--- src/rtl/sg_walker.sv ---
module sg_walker #(
  parameter int MAX_SEG     = 4096,
  parameter int MAX_ENTRIES = 16,
  parameter int TOT_W       = 40
) (
  input  logic             clk,
  input  logic             rst_n,
  input  logic             start,
  input  logic [63:0]      start_addr,
  output logic             rd_req,
  output logic [63:0]      rd_addr,
  input  logic             rd_valid,
  input  logic [31:0]      rd_data,
  output logic             seg_valid,
  output logic [63:0]      seg_addr,
  output logic [31:0]      seg_len,
  input  logic             seg_ready,
  output logic             done,
  output logic             error,
  output logic [TOT_W-1:0] total_bytes
);
  localparam int CNT_W = $clog2(MAX_ENTRIES + 1);
  localparam logic [31:0] SEG_MAX = 32'(MAX_SEG);
  localparam logic [CNT_W-1:0] ENT_LIMIT = CNT_W'(MAX_ENTRIES);

  typedef enum logic [2:0] {S_IDLE, S_REQ, S_WAIT, S_DEC, S_EMIT, S_NEXT} st_t;

  st_t              st;
  logic [63:0]      ent_addr, cur;
  logic [1:0]       widx;
  logic [31:0]      w_lo, w_hi, w_cnt, remain;
  logic             f_trm, f_lnk;
  logic [CNT_W-1:0] ent_cnt;
  logic             done_r, err_r;
  logic [TOT_W-1:0] total;
  logic             last_seg;

  assign rd_req      = (st == S_REQ);
  assign rd_addr     = {ent_addr[63:4], widx, 2'b00};
  assign seg_valid   = (st == S_EMIT);
  assign seg_addr    = cur;
  assign seg_len     = (remain > SEG_MAX) ? SEG_MAX : remain;
  assign last_seg    = (remain <= SEG_MAX);
  assign done        = done_r;
  assign error       = err_r;
  assign total_bytes = total;

  always_ff @(posedge clk) begin
    if (!rst_n) begin
      st <= S_IDLE;
      ent_addr <= '0;
      cur <= '0;
      widx <= '0;
      w_lo <= '0;
      w_hi <= '0;
      w_cnt <= '0;
      remain <= '0;
      f_trm <= 1'b0;
      f_lnk <= 1'b0;
      ent_cnt <= '0;
      done_r <= 1'b0;
      err_r <= 1'b0;
      total <= '0;
    end else begin
      case (st)
        S_IDLE: if (start) begin
          ent_addr <= start_addr & ~64'hF;
          widx <= '0;
          ent_cnt <= '0;
          total <= '0;
          done_r <= 1'b0;
          err_r <= 1'b0;
          st <= S_REQ;
        end
        S_REQ: st <= S_WAIT;
        S_WAIT: if (rd_valid) begin
          case (widx)
            2'd0: w_lo <= rd_data;
            2'd1: w_hi <= rd_data;
            2'd2: w_cnt <= rd_data;
            default: begin
              f_trm <= rd_data[31];
              f_lnk <= rd_data[30];
            end
          endcase
          widx <= widx + 2'd1;
          st <= (widx == 2'd3) ? S_DEC : S_REQ;
        end
        S_DEC: begin
          ent_cnt <= ent_cnt + 1'b1;
          if (f_lnk) begin
            if (f_trm) begin
              done_r <= 1'b1;
              st <= S_IDLE;
            end else if (w_lo[3:0] != 4'd0) begin
              err_r <= 1'b1;
              st <= S_IDLE;
            end else begin
              ent_addr <= {w_hi, w_lo};
              st <= S_NEXT;
            end
          end else if (w_cnt != 32'd0) begin
            cur <= {w_hi, w_lo};
            remain <= w_cnt;
            st <= S_EMIT;
          end else if (f_trm) begin
            done_r <= 1'b1;
            st <= S_IDLE;
          end else begin
            ent_addr <= ent_addr + 64'd16;
            st <= S_NEXT;
          end
        end
        S_EMIT: if (seg_ready) begin
          total <= total + TOT_W'(seg_len);
          cur <= cur + 64'(seg_len);
          remain <= remain - seg_len;
          if (last_seg) begin
            if (f_trm) begin
              done_r <= 1'b1;
              st <= S_IDLE;
            end else begin
              ent_addr <= ent_addr + 64'd16;
              st <= S_NEXT;
            end
          end
        end
        S_NEXT: begin
          if (ent_cnt == ENT_LIMIT) begin
            err_r <= 1'b1;
            st <= S_IDLE;
          end else begin
            st <= S_REQ;
          end
        end
        default: st <= S_IDLE;
      endcase
    end
  end

  p_rd_align_r1: assert property (@(posedge clk) disable iff (!rst_n)
    rd_req |-> rd_addr[1:0] == 2'b00);

  p_seg_bound_r2: assert property (@(posedge clk) disable iff (!rst_n)
    seg_valid |-> (seg_len != 32'd0 && seg_len <= SEG_MAX));

  p_limit_r8: assert property (@(posedge clk) disable iff (!rst_n)
    rd_req |-> ent_cnt < ENT_LIMIT);

  p_done_after_last_r9: assert property (@(posedge clk) disable iff (!rst_n)
    (seg_valid && seg_ready && last_seg && f_trm) |=> done);

  p_done_err_excl_r10: assert property (@(posedge clk) disable iff (!rst_n)
    !(done && error));

  p_seg_hold_r11: assert property (@(posedge clk) disable iff (!rst_n)
    (seg_valid && !seg_ready) |=> (seg_valid && $stable(seg_addr) && $stable(seg_len)));

  p_quiet_end_r12: assert property (@(posedge clk) disable iff (!rst_n)
    (done || error) |-> (!rd_req && !seg_valid));
endmodule

--- config.mk ---
export PLATFORM = sky130hd
export DESIGN_NAME = sg_walker
export DESIGN_NICKNAME = d
export VERILOG_FILES = /design/src/rtl/sg_walker.sv
export SDC_FILE = /design/constraint.sdc
export NUM_CORES = 1
export LEC_CHECK = 0
export BUFFER_PORTS_ARGS = -buffer_cell sky130_fd_sc_hd__clkbuf_2
export CAP_MARGIN = 20
export CELL_PAD_IN_SITES_DETAIL_PLACEMENT = 1
export CELL_PAD_IN_SITES_GLOBAL_PLACEMENT = 2
export CORE_UTILIZATION = 30
export DETAILED_ROUTE_END_ITERATION = 16
export GPL_TIMING_DRIVEN = 0
export HOLD_SLACK_MARGIN = 0.15
export PLACE_DENSITY = 0.89
export SYNTH_ARGS = -nofsm -noshare
export SYNTH_HDL_FRONTEND = slang
export SYNTH_SLANG_ARGS = --single-unit
--- constraint.sdc ---
create_clock -name clk -period 4.6 [get_ports clk]
set_clock_uncertainty 0.1 [all_clocks]
set_input_delay 0.46 -clock clk [delete_from_list [all_inputs] [get_ports clk]]
set_output_delay 0.46 -clock clk [all_outputs]
set_load 0.03 [all_outputs]
; Word level (Yosys, flattened, before mapping)
; Index checks and enable logic that the tools add are counted.
[word_totals]
register_bits = 310
latchBits = 0
mem_bits_rw = 0
romBits = 0
inputBits = 101
elab_cells = 118
memories = 0
[op_classes]
addsub = 6
multipliers = 0
n_div = 0
order_cmp = 2
eq_ne = 22
n_shift = 0
muxes = 50
bitwise = 1
n_reduce_logical = 23
[op_table]
columns = cell, n
row1 = 64-bit two-way mux, 11
row2 = 64-bit one-hot mux with 3 select lines, 1
row3 = 32-bit two-way mux, 4
row4 = 64-bit one-hot mux with 2 select lines, 1
row5 = 40-bit two-way mux, 2
row6 = 40-bit one-hot mux with 2 select lines, 1
row7 = 64-bit by 32-bit adder with 64-bit output, 1
row8 = "64-bit by 5-bit adder with 64-bit output, second input constant", 1
row9 = 32-bit one-hot mux with 2 select lines, 1
row10 = 40-bit by 32-bit adder with 40-bit output, 1
row11 = "32-bit by 13-bit greater-than comparator with 1-bit output, second input constant", 1
row12 = "32-bit by 13-bit <= comparator with 1-bit output, second input constant", 1
row13 = 32-bit nonzero test, 1
row14 = 32-bit subtractor, 1
row15 = 3-bit two-way mux, 9
row16 = 3-bit one-hot mux with 6 select lines, 1
row17 = 3-bit AND reduction, 6
row18 = "2-bit != test, second input constant", 8
row19 = 1-bit two-way mux, 11
row20 = 5-bit one-hot mux with 2 select lines, 1
row21 = "3-bit != test, second input constant", 3
row22 = 4-bit AND reduction, 2
row23 = 2-bit nonzero test, 4
row24 = 7-bit AND reduction, 1
row25 = other kinds (22), 30

; Depth between registers and ports, before layout
; Gate-level depths: netlist of run 1.
[depth]
word_depth = 5
mapped_depth = 16

; Worst setup path before layout of run 1
; Ideal clock, no wire load.
[synth_path]
path_type = register to register
start = register remain[26]
end = register cur[29] (netlist: seg_addr[29])
setup_time_ns = 0.112
arrival_ns = 4.688
slack_ns = -0.300
path_stages_with_launch = 16
path_buffers = 2
synth_period_minus_slack_ns = 4.900
cell_sequence = dfxtp_1 -> or3_1 -> buf_2 -> nor4_4 -> and4_4 -> clkbuf_1 -> and3_1 -> ha_1 -> a211oi_1 -> nor4_1 -> o311ai_1 -> a21oi_1 -> a2111oi_0 -> o41ai_2 -> xnor2_1 -> a2111oi_1
[synth_between]
elab_chain_len = 5
[synth_lines]
columns = item, line
row1 = from (decl), 31  ; logic [31:0] w_lo, w_hi, w_cnt, remain;
row2 = from (signal assigned), 104  ; remain <= w_cnt;
row3 = from (signal assigned), 117  ; remain <= remain - seg_len;
row4 = 32-bit by 13-bit greater-than comparator with 1-bit output, 42  ; assign seg_len = (remain > SEG_MAX) ? SEG_MAX : remain;
row5 = 32-bit two-way mux, 42
row6 = via seg_len[1], 16  ; output logic [31:0] seg_len,
row7 = 64-bit by 32-bit adder with 64-bit output, 116  ; cur <= cur + 64'(seg_len);
row8 = 64-bit two-way mux, 114  ; S_EMIT: if (seg_ready) begin
row9 = 64-bit one-hot mux with 2 select lines, 65  ; case (st)
row10 = to (signal assigned), 103  ; cur <= {w_hi, w_lo};
row11 = to (signal assigned), 116
row12 = to (decl), 29  ; logic [63:0] ent_addr, cur;
; The timed path passes the listed nets, and every way through them passes these cells. The select of a mux whose other input is x is not followed.
; A chain may end at the register's enable or synchronous reset.

; Worst setup path after layout of run 1
[layout_path]
start = register st[0]
end = register cur[40] (netlist: seg_addr[40])
[layout_between]
elab_chain_len = 3
elab_cells_between_ends = 8
[layout_lines]
columns = item, line
row1 = from (decl), 28  ; st_t st;
row2 = from (signal assigned), 87  ; st <= (widx == 2'd3) ? S_DEC : S_REQ;
row3 = 3-bit by 2-bit equality test with 1-bit output / 3-bit equality test (equally long branches), 65
row4 = 2-bit != test (no line) (tied with other cells), n/a
row5 = 4-bit AND reduction (no line), n/a
; Parallel ways exist; a longest one is shown, timed or not.

==> results.txt, run 1 <==
I/O pins = 305
Core Rows = 92
DRT iter0 DRCs = 2201
IO Port Bufs = 278
worst hold path type = primary input to flop
Clock transition at path regs = 0.06 ns
Die Span Y = 255 microns
hold slack = 0.155 ns
startpoint types = flop
setup TNS = 0 ns
Vias = 23.4k
initial antenna violation count = 2
Hold Violations, Final = 0
CTS tree = built
total power = 7.38 mW
final count of pins violating max slew = 0
Vias per Instance = 5.96
Mapped Area = 19200 sq um
Worst R2R Path Depth = 9
worst r2r src = st[0]
Min Clock Period, post-route = 4.46 ns
RSZ-0062 raised after global routing = false
placed cell area = 21900 sq um
top-area cell type share of the netlist area = 31.9%
area grow syn2layout = 27.9%
period utilization = 97.1%
commonest cells after routing, fill and taps aside = 434 x nand2_1, 305 x dfxtp_1, 278 x clkbuf_2
Post-DP HPWL = 80200 microns
Clock Sink Count = 306
Setup CP Type = flop to flop
switch share = 31.7%
CTS buffer count = 40
Initial Utilization = 30.4%
share of cells above drive strength 1 = 16.8%
largest net degree at the start of global routing = 13
CTS max path bufs = 3
combinational power share = 15.7%
hold_sp = start_addr[61]
syn_area_per_cell = 7.45 sq um
worst skew pair latency = 0.59 ns
outcome = finished clean
Post-Synthesis Cells = 2574
max cap viols = 0
Setup Viol. Count Final = 0
setup slack, reg-to-reg = 0.14 ns
commonest non-fill, non-tap cell in the layout = nand2_1
Multi-input gate area = 12600 sq um
VDD IR max = 0.203 mV
number of distinct library cells after synthesis = 96
Seq cells post-synth = 306
data arrival time of the critical path = 4.78 ns
routed len/inst = 26.6 microns
routed wire length = 104000 microns
Yosys top cell by area = dfxtp_1
Std-Cell Core Area = 63100 sq um
Flop pwr share = 39.0%
Power Dens Cells = 301 nW/um^2
first-pass GRT wire length = 152000 microns
Die Area = 64900 sq um
CP required = 4.92 ns
post-synthesis sequential area ratio = 31.9%
worst-path maximum fanout = 10
number of synthesized flops with an enable pin = 0
WHS Path Cells = 4
fillers = 7911
drt pass-1 iters = 5
vias in the first global route = 23.5k
Detail Route Antenna Nets = 0
final net count = 3219
GRT Resource Usage Total = 31.2%
Worst R2R End = seg_addr[40]
Switch Pwr = 2.34 mW
H-tree Lvls = 2
Pleak = 9.43 nW
final core occ = 38.9%
Final Cell Area = 24500 sq um
achievable frequency = 0.224 GHz
Worst slew margin = 12.6%
Int Power = 5.04 mW
DRC viols = 0
Ys Warns = 0
clock root cell = clkbuf_16
ys async rst share = 0%
worst slew pin tran = 1.31 ns
Final Wtd Congestion = 1.02
CP endpoint kind = flop
gr ovfl total = 0
Synth area leaders = dfxtp_1 32%, nand2_1 8.6%, a21oi_1 6.9%
Hold EP = ent_addr[61]
die width = 255 microns
register area = 6130 sq um
Synth Flop Type = dfxtp_1
Clock Power Share = 45.4%
-- layout make-up --
type	instances	share of cell area [%]
repair buffers	371	9.23
plain buffers	199	3.70
diodes	4	0.0408
inverters	44	0.674
well taps	846	4.32
clock buffers	56	4.61
flip-flops and latches	306	25.0
clock inverters	15	0.873
multi-input cells	2081	51.6
-- Yosys cell counts (all sizes together) (8+ instances only) --
| master | instances |
|---|---|
| a22o | 8 |
| a32o | 12 |
| buf | 45 |
| mux2i | 23 |
| ha | 73 |
| clkbuf | 156 |
| and2 | 22 |
| a21boi | 11 |
| nand3 | 107 |
| and3 | 48 |
| o311ai | 11 |
| o41ai | 9 |
| a21oi | 264 |
| inv | 44 |
| a211o | 11 |
| a211oi | 25 |
| and4 | 8 |
| xnor2 | 37 |
| nand2b | 8 |
| nand2 | 438 |
| or4 | 12 |
| nor3 | 74 |
| a311oi | 18 |
| a222oi | 8 |
| or3 | 18 |
| nor2 | 189 |
| a221o | 11 |
| a31oi | 42 |
| o31ai | 24 |
| o21a | 12 |
| xor2 | 19 |
| nand4 | 43 |
| dfxtp | 306 |
| o22ai | 13 |
| o31a | 12 |
| or2 | 8 |
| o21ai | 150 |
| a22oi | 66 |
| o211ai | 49 |
| a21o | 14 |
| nor4 | 26 |
| a221oi | 14 |
-- sequential cells by signal, summed over array words and instances (netlist names) --
name and count:
f_lnk 1, w_lo 32, ent_cnt 5, remain 32, seg_addr 64, w_cnt 32
f_trm 1, w_hi 32, ent_addr 60, widx 2, total_bytes 40, error 1
done 1, st 3
-- cells by family after synthesis --
family	count (synthesis)	share of synthesized area [%]
compound gates	834	28.7
other cells	2	0.0392
xor+xnor	56	2.56
fa+ha+maj	75	4.97
mux	28	1.49
simple gates	1028	24.8
buf+inv	245	5.43
flops	306	31.9
-- worst max-delay path: stages, from the launching register on --
cell	delay [ns]
dfxtp_1	0.30
clkbuf_1	0.20
nor2_1	0.33
nand2_1	0.33
inv_2	0.35
nand2_1	0.37
nand2_1	0.58
clkbuf_1	0.71
buf_1	0.79
o221ai_1	0.22
-- metal layers --
layer,GRT usage (%),wire length (microns),vias up
met5,0,7,-
met4,17.6,6500,2
met3,5.33,8100,312
met2,50.7,47100,1086
met1,39.1,42500,11597
li1,-,-,10385
-- worst max path at each step --
stage	start	endpoint	slack (ns)	cells past startpoint
2_1_floorplan	remain[26]	seg_addr[47]	0.04	16
3_3_place_gp	remain[1]	seg_addr[57]	-1.17	15
3_5_place_dp	remain[1]	seg_addr[51]	-1.31	15
4_1_cts	remain[26]	seg_addr[47]	0.003	17
5_1_grt	remain[26]	seg_addr[31]	0.006	16
6_report	st[0]	seg_addr[40]	0.14	9
-- what timing repair did --
item / 4_1_cts / 5_1_grt
endpoints found under the hold margin: 89 / 0
gates resized for setup: 58 / 47
buffers inserted: 21 / 18
pin swaps: 15 / 15
endpoints found under the setup margin: 72 / 49
hold buffers: 52 / 0
-- power groups by stage --
| stage | Combinational, mW | Clock, mW | Sequential (mW) |
|---|---|---|---|
| floorplan | 0.540 | 0 | 3.00 |
| global placement | 1.05 | 0 | 2.92 |
| detailed placement | 1.07 | 0 | 2.93 |
| CTS | 1.12 | 3.37 | 2.87 |
| global route | 1.22 | 3.47 | 2.89 |
| finish | 1.16 | 3.35 | 2.88 |
-- through the flow --
stage / cells / setup slack, ns
after floorplan: 2632 / 0.0394
after global placement: 3756 / -1.17
after detailed placement: 3757 / -1.31
after CTS: 3899 / 0.00267
after global routing: 3919 / 0.00595
final: 3922 / 0.135
Power figures use the tool's default switching activity.
==> run 2: changes to the inputs <==
--- a/config.mk
+++ b/config.mk
@@ -5,15 +5,16 @@
 export SDC_FILE = /design/constraint.sdc
 export NUM_CORES = 1
 export LEC_CHECK = 0
+export ABC_AREA = 1
 export BUFFER_PORTS_ARGS = -buffer_cell sky130_fd_sc_hd__clkbuf_2
 export CAP_MARGIN = 20
 export CELL_PAD_IN_SITES_DETAIL_PLACEMENT = 1
 export CELL_PAD_IN_SITES_GLOBAL_PLACEMENT = 2
-export CORE_UTILIZATION = 30
+export CORE_UTILIZATION = 28
 export DETAILED_ROUTE_END_ITERATION = 16
 export GPL_TIMING_DRIVEN = 0
 export HOLD_SLACK_MARGIN = 0.15
-export PLACE_DENSITY = 0.89
+export PLACE_DENSITY = 0.88
 export SYNTH_ARGS = -nofsm -noshare
 export SYNTH_HDL_FRONTEND = slang
 export SYNTH_SLANG_ARGS = --single-unit
==> run 2 against run 1 <==
  * The run now ends with design-rule violations left
  * Die area grew 17%
  * Combinational power grew 72%
  * Area after synthesis grew 9.6%
  * Count of clock-buffer cells in the layout shrank 6
  * Total power grew 17%
  * Critical path type unchanged
==> results.txt, run 2 <==
outcome = complete, but fails checks
failing checks = design-rule violations
Max stage delay cell, worst path = o21ai_1
met3 Usage GRT = 2.86%
die width = 276 microns
achievable frequency = 0.236 GHz
CP endpoint kind = flop
GR Util met1 = 35.2%
ys async rst share = 0%
IO Port Bufs = 279
Synth area leaders = dfxtp_1 29%, nand2_1 13%, a21oi_1 9.8%
RSZ-0062 raised after global routing = false
combinational power share = 23.2%
most numerous cell in the Yosys netlist = nand2_1
DRT iter0 DRCs = 1943
H-tree Lvls = 2
CTS tree = built
met2 global-route usage = 45.2%
Clock Sink Count = 306
Pleak = 10.8 nW
Std-Cell Core Area = 74300 sq um
commonest cells after routing, fill and taps aside = 712 x nand2_1, 411 x a21oi_1, 385 x inv_1
Synth Flop Type = dfxtp_1
Flop pwr share = 36.0%
drt pass-1 iters = 11
routed len/inst = 22.3 microns
Final Wtd Congestion = 0.986
slowest cell delay on critical path = 0.43 ns
largest net degree at the start of global routing = 14
max reg flops = 64
commonest non-fill, non-tap cell in the layout = nand2_1
max cap viols = 0
gr ovfl total = 0
GRT Resource Usage Total = 27.2%
Setup CP Type = flop to flop
first-pass GRT wire length = 159000 microns
number of synthesized flops with an enable pin = 0
Hold Violations, Final = 0
Seq cells post-synth = 306
number of distinct library cells after synthesis = 60
critical path cell sequence = nor2_2, nand2_1, nor2_1, nand2_1, nor2_4, nand2_4, buf_6, clkbuf_2, nor2_1, ha_1, nand2_1, o21ai_0, a21oi_1, o21ai_1, nand2_1, nand2_1, nand2_1, a21oi_1, o21ai_0, a21oi_1
Post-Place Cells = 4674
worst slew pin tran = 1.05 ns
Mapped Area = 21000 sq um
Worst Path Buf+Inv = 2
worst skew pair latency = 0.63 ns
CP required = 4.99 ns
final core occ = 34.7%
Clock Power Share = 40.8%
Die Span Y = 276 microns
clock root cell = clkbuf_16
Core Rows = 100
CTS buffer count = 40
VDD IR max = 0.319 mV
cell family with most CP delay = simple AND/OR/NAND/NOR gates
setup slack, reg-to-reg = 0.36 ns
Clock transition at path regs = 0.06 ns
startpoint types = flop
Int Power = 5.46 mW
data arrival time of the critical path = 4.63 ns
Ys Warns = 0
post-synthesis sequential area ratio = 29.1%
Setup Viol. Count Final = 0
routed wire length = 107000 microns
top-area cell type share of the netlist area = 29.1%
share of cells above drive strength 1 = 13.2%
fin cells = 4794
syn_area_per_cell = 6.25 sq um
Initial Utilization = 28.3%
most frequent cells after synthesis = 712 x nand2_1, 411 x a21oi_1, 385 x inv_1
Switch Pwr = 3.19 mW
Post-Synthesis Cells = 3366
DRC viols = 2
Min Clock Period, post-route = 4.24 ns
Detail Route Antenna Nets = 0
CTS max path bufs = 3
Post-DP HPWL = 86700 microns
area grow syn2layout = 22.8%
CP dominant cell by count = nand2_1
Vias per Instance = 5.34
worst hold path type = primary input to flop
I/O pins = 305
Worst slew margin = 30.2%
Die Area = 76200 sq um
vias in the first global route = 25.2k
final count of pins violating max slew = 0
period utilization = 92.2%
Yosys top cell by area = dfxtp_1
initial antenna violation count = 6
Power Dens Cells = 335 nW/um^2
worst-path maximum fanout = 19
final net count = 3967
GRT Max-Usage Layer = met2
switch share = 36.8%
Vias = 25.6k
[run 2: changes by cell type in the layout (fill, tap and decap cells not counted), moves of 38 or more]
cell,delta
inv_1,+342
buf_4,-38
nor2_1,+143
o21ai_0,+144
nand3_1,+150
a21oi_1,+150
o211ai_1,-42
nand2_1,+278
clkbuf_1,-75
[run 2: layout make-up]
class	instances	area [sq um]
multi-input cells	2572	12900
well taps	969	1210
repair buffers	326	1880
inverters	399	1500
flip-flops and latches	306	6130
plain buffers	146	746
diodes	6	15.0
fillers	9924	48500
clock inverters	20	359
clock buffers	50	1080
[run 2: power by group through the flow]
stage	Clock, mW	Combinational, mW	Sequential [mW]
2_1_floorplan	0	0.975	3.32
3_3_place_gp	0	1.90	3.17
3_5_place_dp	0	1.93	3.17
4_1_cts	3.57	1.97	3.11
5_1_grt	3.67	2.15	3.13
6_report	3.53	2.00	3.12
[run 2: worst reg2reg max path, delay by kind of cell, from the launching register on]
family | cells | cell delay [ns]
buffers and inverters | 2 | 0.45
adders and majority gates | 1 | 0.26
and+or+nand+nor | 11 | 1.72
AOI/OAI and AO/OA | 6 | 1.23
DFF | 1 | 0.38
[run 2: per-stage QoR]
| stage | power (mW) | TNS, ns | hold slack [ns] | setup slack (ns) | instance area [sq um] |
|---|---|---|---|---|---|
| finish | 8.65 | 0 | 0.157 | 0.359 | 25800 |
| detailed placement | 5.09 | -1.61 | 0.356 | -0.270 | 23900 |
| floorplan | 4.29 | 0 | 0.337 | 0.800 | 21200 |
| global route | 8.95 | 0 | 0.159 | 0.137 | 25800 |
| global placement | 5.07 | -1.23 | 0.339 | -0.236 | 23800 |
| CTS | 8.65 | 0 | 0.153 | 0.0507 | 25800 |
[run 2: path summary, 6_finish.rpt]
check	start	endpoint	depth (start not counted)
setup / recovery	remain[16]	seg_addr[40]	20
hold / removal	start_addr[18]	ent_addr[18]	5
setup reg to reg	remain[16]	seg_addr[40]	20
hold reg to reg	done	done	2
[run 2: repair_timing]
item,4_1_cts,5_1_grt
hold buffers,45,0
buffers inserted,0,0
hold endpoints to repair,55,0
setup endpoints to repair,16,33
resized for setup,7,10
pin swaps,0,0
[run 2: cell families after synthesis]
group                    count (synthesis)  share of synthesized area [%]
AO/OA/AOI/OAI                          890                           23.1
XOR/XNOR                                13                          0.542
adder cells (fa/ha/maj)                 75                           4.54
buffers and inverters                  546                           10.7
flip-flops                             306                           29.1
other                                    2                         0.0357
AND/OR/NAND/NOR                       1534                           32.0
[run 2: layer usage]
layer  share of wire [%]  wire [microns]  vias to the layer above
met4                 5.2            5560                        2
met2                  46           49200                      915
li1                    -               -                    12113
met3                 6.1            6550                      222
met5               0.012              13                        -
met1                  43           45500                    12357
